<file path="src/rtl/rpi_pkg.sv">
package rpi_pkg;

    localparam int RATE_W = 4;

    typedef struct packed {
        logic              active;
        logic [4:0]        shift;
    } rpi_sched_t;

    // Exponent of the period in timebase steps; low codes alias upward by seven.
    function automatic logic [4:0] rate_shift(input logic [RATE_W-1:0] code);
        logic [4:0] eff;
        eff = {1'b0, code};
        if (code == 4'd1 || code == 4'd2)
            eff = eff + 5'd7;
        return (eff == 5'd0) ? 5'd0 : eff - 5'd1;
    endfunction

endpackage

</file>
<file path="src/rtl/rpi_timebase_cnt.sv">
module rpi_timebase_cnt #(
    parameter int CNT_W = 15
) (
    input  logic             clk,
    input  logic             rst,
    input  logic             step_i,
    input  logic             hold_i,
    output logic [CNT_W-1:0] cnt_o,
    output logic [CNT_W-1:0] nxt_o
);
    logic [CNT_W-1:0] cnt_q;

    assign nxt_o = cnt_q + CNT_W'(1);
    assign cnt_o = cnt_q;

    always_ff @(posedge clk) begin
        if (rst || hold_i)
            cnt_q <= '0;
        else if (step_i)
            cnt_q <= nxt_o;
    end

    // a held divider leaves the count at zero
    a_r8_hold_zero: assert property (@(posedge clk) disable iff (rst)
        hold_i |=> (cnt_q == '0));

    // count only moves on a timebase step
    a_r10_no_step_stable: assert property (@(posedge clk) disable iff (rst)
        (!step_i && !hold_i) |=> $stable(cnt_q));
endmodule

</file>
<file path="src/rtl/rpi_rate_decode.sv">
module rpi_rate_decode
    import rpi_pkg::*;
#(
    parameter int CNT_W = 15
) (
    input  logic [RATE_W-1:0] code_i,
    input  logic              pie_i,
    output logic [CNT_W-1:0]  mask_o,
    output logic              active_o
);
    rpi_sched_t sched;

    always_comb begin
        sched.active = pie_i && (code_i != '0);
        sched.shift  = rate_shift(code_i);
    end

    assign active_o = sched.active;

    for (genvar i = 0; i < CNT_W; i++) begin : g_mask
        assign mask_o[i] = sched.active && (i < int'(sched.shift));
    end
endmodule

</file>
<file path="src/rtl/rpi_tick_gen.sv">
module rpi_tick_gen #(
    parameter int CNT_W = 15
) (
    input  logic             clk,
    input  logic             rst,
    input  logic             step_i,
    input  logic             hold_i,
    input  logic             active_i,
    input  logic             pie_i,
    input  logic [CNT_W-1:0] mask_i,
    input  logic [CNT_W-1:0] nxt_i,
    output logic             flag_o,
    output logic             irq_o
);
    logic tick;
    logic flag_q, irq_q;

    assign tick = step_i && !hold_i && active_i && ((nxt_i & mask_i) == '0);

    always_ff @(posedge clk) begin
        if (rst) begin
            flag_q <= 1'b0;
            irq_q  <= 1'b0;
        end else begin
            flag_q <= tick;
            irq_q  <= tick && pie_i;
        end
    end

    assign flag_o = flag_q;
    assign irq_o  = irq_q;

    // no tick unless the schedule was active
    a_r3_tick_needs_active: assert property (@(posedge clk) disable iff (rst)
        flag_q |-> $past(active_i));

    // request only together with the flag
    a_r9_irq_with_flag: assert property (@(posedge clk) disable iff (rst)
        irq_q |-> flag_q);

    // single-cycle pulse
    a_r9_single_pulse: assert property (@(posedge clk) disable iff (rst)
        flag_q |=> !flag_q);

    // no tick out of a held divider
    a_r8_no_tick_held: assert property (@(posedge clk) disable iff (rst)
        flag_q |-> !$past(hold_i));
endmodule

</file>
<file path="src/rtl/periodic_irq_divider.sv">
module periodic_irq_divider
    import rpi_pkg::*;
#(
    parameter int CNT_W = 15
) (
    input  logic              clk,
    input  logic              rst,
    input  logic              tb_step_i,
    input  logic [RATE_W-1:0] rate_code_i,
    input  logic              periodic_en_i,
    input  logic              div_hold_i,
    output logic              flag_set_o,
    output logic              irq_req_o
);
    logic [CNT_W-1:0] cnt, nxt, mask;
    logic             active;

    rpi_timebase_cnt #(.CNT_W(CNT_W)) u_cnt (
        .clk    (clk),
        .rst    (rst),
        .step_i (tb_step_i),
        .hold_i (div_hold_i),
        .cnt_o  (cnt),
        .nxt_o  (nxt)
    );

    rpi_rate_decode #(.CNT_W(CNT_W)) u_dec (
        .code_i   (rate_code_i),
        .pie_i    (periodic_en_i),
        .mask_o   (mask),
        .active_o (active)
    );

    rpi_tick_gen #(.CNT_W(CNT_W)) u_tick (
        .clk      (clk),
        .rst      (rst),
        .step_i   (tb_step_i),
        .hold_i   (div_hold_i),
        .active_i (active),
        .pie_i    (periodic_en_i),
        .mask_i   (mask),
        .nxt_i    (nxt),
        .flag_o   (flag_set_o),
        .irq_o    (irq_req_o)
    );

    // every tick lands on a period boundary of the global count
    a_r6_aligned: assert property (@(posedge clk) disable iff (rst)
        flag_set_o |-> ((cnt & $past(mask)) == '0));
endmodule

</file>
<file path="config.mk">
export PLATFORM = sky130hd
export DESIGN_NAME = periodic_irq_divider
export DESIGN_NICKNAME = d
export VERILOG_FILES = /design/src/rtl/rpi_pkg.sv /design/src/rtl/rpi_timebase_cnt.sv /design/src/rtl/rpi_rate_decode.sv /design/src/rtl/rpi_tick_gen.sv /design/src/rtl/periodic_irq_divider.sv
export SDC_FILE = /design/constraint.sdc
export NUM_CORES = 1
export LEC_CHECK = 0
export BUFFER_PORTS_ARGS = -buffer_cell sky130_fd_sc_hd__buf_2
export CORE_UTILIZATION = 55
export CTS_BUF_LIST = sky130_fd_sc_hd__clkbuf_16
export CTS_CLUSTER_SIZE = 28
export DETAILED_ROUTE_END_ITERATION = 16
export GPL_ROUTABILITY_DRIVEN = 1
export PLACE_DENSITY = 0.86
export REMOVE_ABC_BUFFERS = 1
export SYNTH_ARGS = -nofsm -noshare
export SYNTH_HDL_FRONTEND = slang
export SYNTH_HIERARCHICAL = 1
export SYNTH_SLANG_ARGS = --single-unit
export TNS_END_PERCENT = 30
</file>
<file path="constraint.sdc">
create_clock -name clk -period 7.1 [get_ports clk]
set_clock_uncertainty 0.05 [all_clocks]
set_input_delay 1.42 -clock clk [delete_from_list [all_inputs] [get_ports clk]]
set_output_delay 1.42 -clock clk [all_outputs]
set_load 0.01 [all_outputs]
</file>
# Yosys cells after proc, flatten, opt, wreduce, memory -nomap -nowiden
# Cells that the tools add are included.
# word_totals
ff_bits	17
in_bits	9
out_inout_bits	2
elab_cells	52
# op_classes
addsub	3
order_cmp	15
eq_ne	2
muxes	2
n_bitwise	1
n_reduce_logical	26
# op_table
op	count
4-bit by 5-bit < comparator with 1-bit output, first input constant	7
1-bit logical AND	20
3-bit by 5-bit < comparator with 1-bit output, first input constant	4
15-bit by 1-bit adder with 15-bit output, second input constant	1
15-bit bitwise AND	1
15-bit logical NOT	1
1-bit by 5-bit < comparator with 1-bit output, first input constant	2
2-bit by 5-bit < comparator with 1-bit output, first input constant	2
5-bit 2-to-1 mux	2
4-bit by 3-bit adder with 5-bit output, second input constant	1
5-bit logical NOT	1
5-bit by 1-bit subtractor with 5-bit output, second input constant	1
4-bit by 1-bit == test with 1-bit output, second input constant	1
4-bit by 2-bit == test with 1-bit output, second input constant	1
4-bit nonzero test	1
1-bit logical OR	2
1-bit logical NOT	1

# Longest topological paths before layout
# logic_depth
depth_word	11
depth_mapped	12
depth_no_buf	12

# By module
# Netlist, hierarchy kept.
# by_module_without_submodules
module	n_inst	cells_per_inst	area_per_inst_um2	seq_area_each_um2
rpi_timebase_cnt	1	115	953.4	300.3
rpi_rate_decode	1	55	359.1	0.0
rpi_tick_gen	1	17	138.9	40.0

# Worst setup path before layout
# No wires, ideal clock.
# synth_path
path_type	input to register
from	in rate_code_i[0]
to	reg u_tick.irq_q (netlist: u_tick/irq_o)
setup_time_ps	92
arrival_time_ps	3359
required_ps	6958
setup_slack_ps	3599
cell_stages	12
path_cell_list	inv_1 -> ha_1 -> or2_1 -> a21oi_1 -> a31oi_1 -> ha_1 -> o21a_1 -> o31ai_4 -> o21ai_1 -> a22oi_1 -> nand4_1 -> nor4_1
# synth_between
elab_chain_len	11
elab_cells_between_ends	45
# synth_rtl
element	line	rtl
start, declared	periodic_irq_divider.sv:9	input logic [RATE_W-1:0] rate_code_i,
parallel branches: the longest is 6 deep, another holds 4-bit by 3-bit adder with 5-bit output	n/a	
1-bit logical AND (*)	rpi_rate_decode.sv:21	assign mask_o[i] = sched.active && (i < int'(sched.shift));
named net mask[2]	periodic_irq_divider.sv:15	logic [CNT_W-1:0] cnt, nxt, mask;
15-bit bitwise AND (*)	rpi_tick_gen.sv:18	assign tick = step_i && !hold_i && active_i && ((nxt_i & mask_i) == '0);
15-bit logical NOT (*)	rpi_tick_gen.sv:18	
1-bit logical AND (*)	rpi_tick_gen.sv:18	
1-bit logical AND (*)	rpi_tick_gen.sv:26	irq_q <= tick && pie_i;
end signal, assigned	rpi_tick_gen.sv:26	
end, declared	rpi_tick_gen.sv:16	logic flag_q, irq_q;
# Mark *: on every way through the listed nets, which the timed path passes.
# A chain may end at the register's enable or synchronous reset.

# Final worst setup path
# layout_path
from	in rate_code_i[1]
to	reg u_tick.irq_q (netlist: u_tick/irq_o)
# layout_between
elab_chain_len	11
elab_cells_between_ends	45
# layout_rtl
element	line
parallel branches: the longest is 6 deep, another holds 4-bit by 3-bit adder with 5-bit output	n/a
1-bit logical AND (*)	rpi_rate_decode.sv:21
named net mask[8]	periodic_irq_divider.sv:15
15-bit bitwise AND (*)	rpi_tick_gen.sv:18
15-bit logical NOT (*)	rpi_tick_gen.sv:18
1-bit logical AND (*)	rpi_tick_gen.sv:18
1-bit logical AND (*)	rpi_tick_gen.sv:26
# Marked as above.

==> run metrics <==
die area=2850 sq um; DRT Pass-1 Iters=5; final-layout fill cell count=221; NumNets Final=209; crit-path cells=buf_2 -> inv_1 -> ha_1 -> or2_1 -> a21oi_1 -> a31oi_1 -> ha_1 -> xor2_1 -> and2_1 -> a31oi_1 -> a22oi_1 -> nand2_1 -> nor4_1; WL per Instance=15.4 um; number of synthesized flops with an enable pin=0; vias in the first global route=1,324; WP data required=just over 7000 ps; worst skew pair latency=250 ps; synth warn=6; top cells by area, synth=dfxtp_1 23%, xor2_1 6.6%, nand2_1 4.7%, ha_1 4.3%, nor4_1 3.9%; post-synth cell types=42; Crit path max-delay family=simple AND/OR/NAND/NOR gates; area grow syn2layout=7.76%; most common cell in the netlist=nand2_1; die width=53.4 um; Post-CTS Hold Fix Bufs=0; worst slew pin tran=511 ps; Worst slew margin=65.4%; final core occ=63.1%; ys flop type=dfxtp_1; dpl cells=220; area share of the largest cell type after synthesis=approximately a quarter; Buf/Inv on CP=2; via count=around 1,400; Peak Freq=0.262 GHz; Worst path max stage delay=390 ps; row cnt=18; TritonCTS clock tree=yes; status=finished, final reports clean; sequential area share after synthesis=23.4%; cts repair resizes=0; post-layout min period=3810 ps; RSZ-0062 raised after global routing=no; Final Routed Wirelength=between 3000 and 4000 um; GP Congestion=approximately 0.86; Slew Viols, Final=0; most frequent cells after synthesis=18 x nand2_1, 17 x dfxtp_1, 14 x inv_1, 12 x nor2_1, 11 x xor2_1; flop and latch count out of synthesis=17; final hold violations=0; flip-flop and latch area=340 sq um; Post-CTS Setup Repair Bufs=0; global route overflow=0; Num CTS Buffers=3; IO Pins=11; initial antenna violation count=0; setup violators final=0; post-DP HPWL=2520 um; non-filler instance count after layout=around 220; Worst-path clk slew=50 ps; PwrDens=159 nW/um^2; syn avg cell area=7.76 sq um; ys async rst share=0%; Hold Path Class=flip-flop to flip-flop; Pleak=~0.62 nW; largest net degree at the start of global routing=12; Die Ht=53.4 um; Mapped Cells=187; FF-to-FF setup slack=between 4000 and 5000 ps; diode count=0; CTS root buffer=clkbuf_16; port bufs=10; CP max-delay cell=xor2_1; critical path class=input pin to flip-flop; Tot Pwr=between 0.0002 and 0.00025 W; synthesized cell area=1450 sq um; WP data arrival=3910 ps; maximum VDD drop=0.198 mV; Max FO, Critical Path=6; Worst Setup Start Kind=input pin; period utilization=53.7%; Tot GR Track Use=about 28%; Post-DRT Antenna Nets=0; Worst setup EP type=flip-flop; maxcap violations=0; DRC=0; proportion of layout cells with a drive suffix above 1=11.3%; Fin Hold WS=about 440 ps; worst-case clock buffer depth=2; global-route wire length before repair=5790 um; Clock Sinks=17; Vias/cell=6.36; setup_tns=0 ps; dominant cell type by area after synthesis=dfxtp_1; CTS H-Tree Depth=1; Initial Utilization=58.6%; multi-input combinational cell area=1000 sq um; Initial DRC Count=between 70 and 80; floorplan core area=2480 sq um
## placed cells by master, fill, tap and decap left out, drive strengths merged, types with 3 or more instances in the layout
cell and instances:
nand2 19, buf 10, a31oi 4, a22oi 7
xor2 11, or3 7, nand3 7, or2 3
nor4 9, ha 5, o21ai 6, dfxtp 17
a21oi 10, o21a 5, clkbuf 3, xnor2 6
o31ai 4, or4 3, nor2 12, mux2i 5
nand4 7, nor3 5, inv 15
## metrics by stage
stage	instance area [sq um]	worst slack (ps)
floorplan	1400	3600
global placement	1490	3300
detailed placement	1490	3150
CTS	1560	3330
global route	1560	3060
finish	1560	3290
## area by class of cell
type                    instances  share of cell area (%)
clock buffers                   3                    4.80
flip-flops and latches         17                    21.8
multi-input cells             149                    64.2
clock inverters                 1                   0.240
repair buffers                 10                    3.20
inverters                      14                    3.36
well taps                      30                    2.40
## final timing paths
path | cells after the start | startpoint | endpoint
max reg2reg | 7 | u_cnt/cnt_o[0] | u_tick/irq_o
max | 13 | rate_code_i[1] | u_tick/irq_o
min reg2reg | 2 | u_cnt/cnt_o[14] | u_cnt/cnt_o[14]
min | 2 | u_cnt/cnt_o[14] | u_cnt/cnt_o[14]
## state kept, by name, indices dropped and copies added (netlist names)
name           count
u_tick/irq_o       1
u_tick/flag_o      1
u_cnt/cnt_o       15
## power breakdown
group	total [W]	internal (W)	switching, W
Clock	0.000109	0.0000746	0.0000344
Sequential	0.0000968	0.0000962	0.000000619
Combinational	0.0000433	0.0000162	0.0000271
## routing by layer
layer | global-route usage (%) | up-vias | part of all wire, %
met1 | 30.7 | 663 | 41
met5 | 0 | - | 0
li1 | - | 704 | -
met2 | 51.2 | 45 | 51
met3 | 7.18 | 13 | 5.6
met4 | 8.77 | 0 | 2.0
## worst register-to-register path, cell delays in order (launching register included)
cell and delay, ps:
dfxtp_1 410, ha_1 320, nand4_2 310, nor4_1 390, xor2_1 140, a22oi_1 180
nand3_1 120, nor4_1 240
## logic make-up after synthesis
logic type	Yosys count	synth area share, %
and+or+nand+nor	79	30.3
AOI/OAI and AO/OA	43	20.9
buffers and inverters	21	7.33
xor gates and xnor gates	17	10.3
DFF	17	23.4
muxes	5	3.45
adders and majority gates	5	4.31
Note: power is estimated with default switching activity, not from simulation.
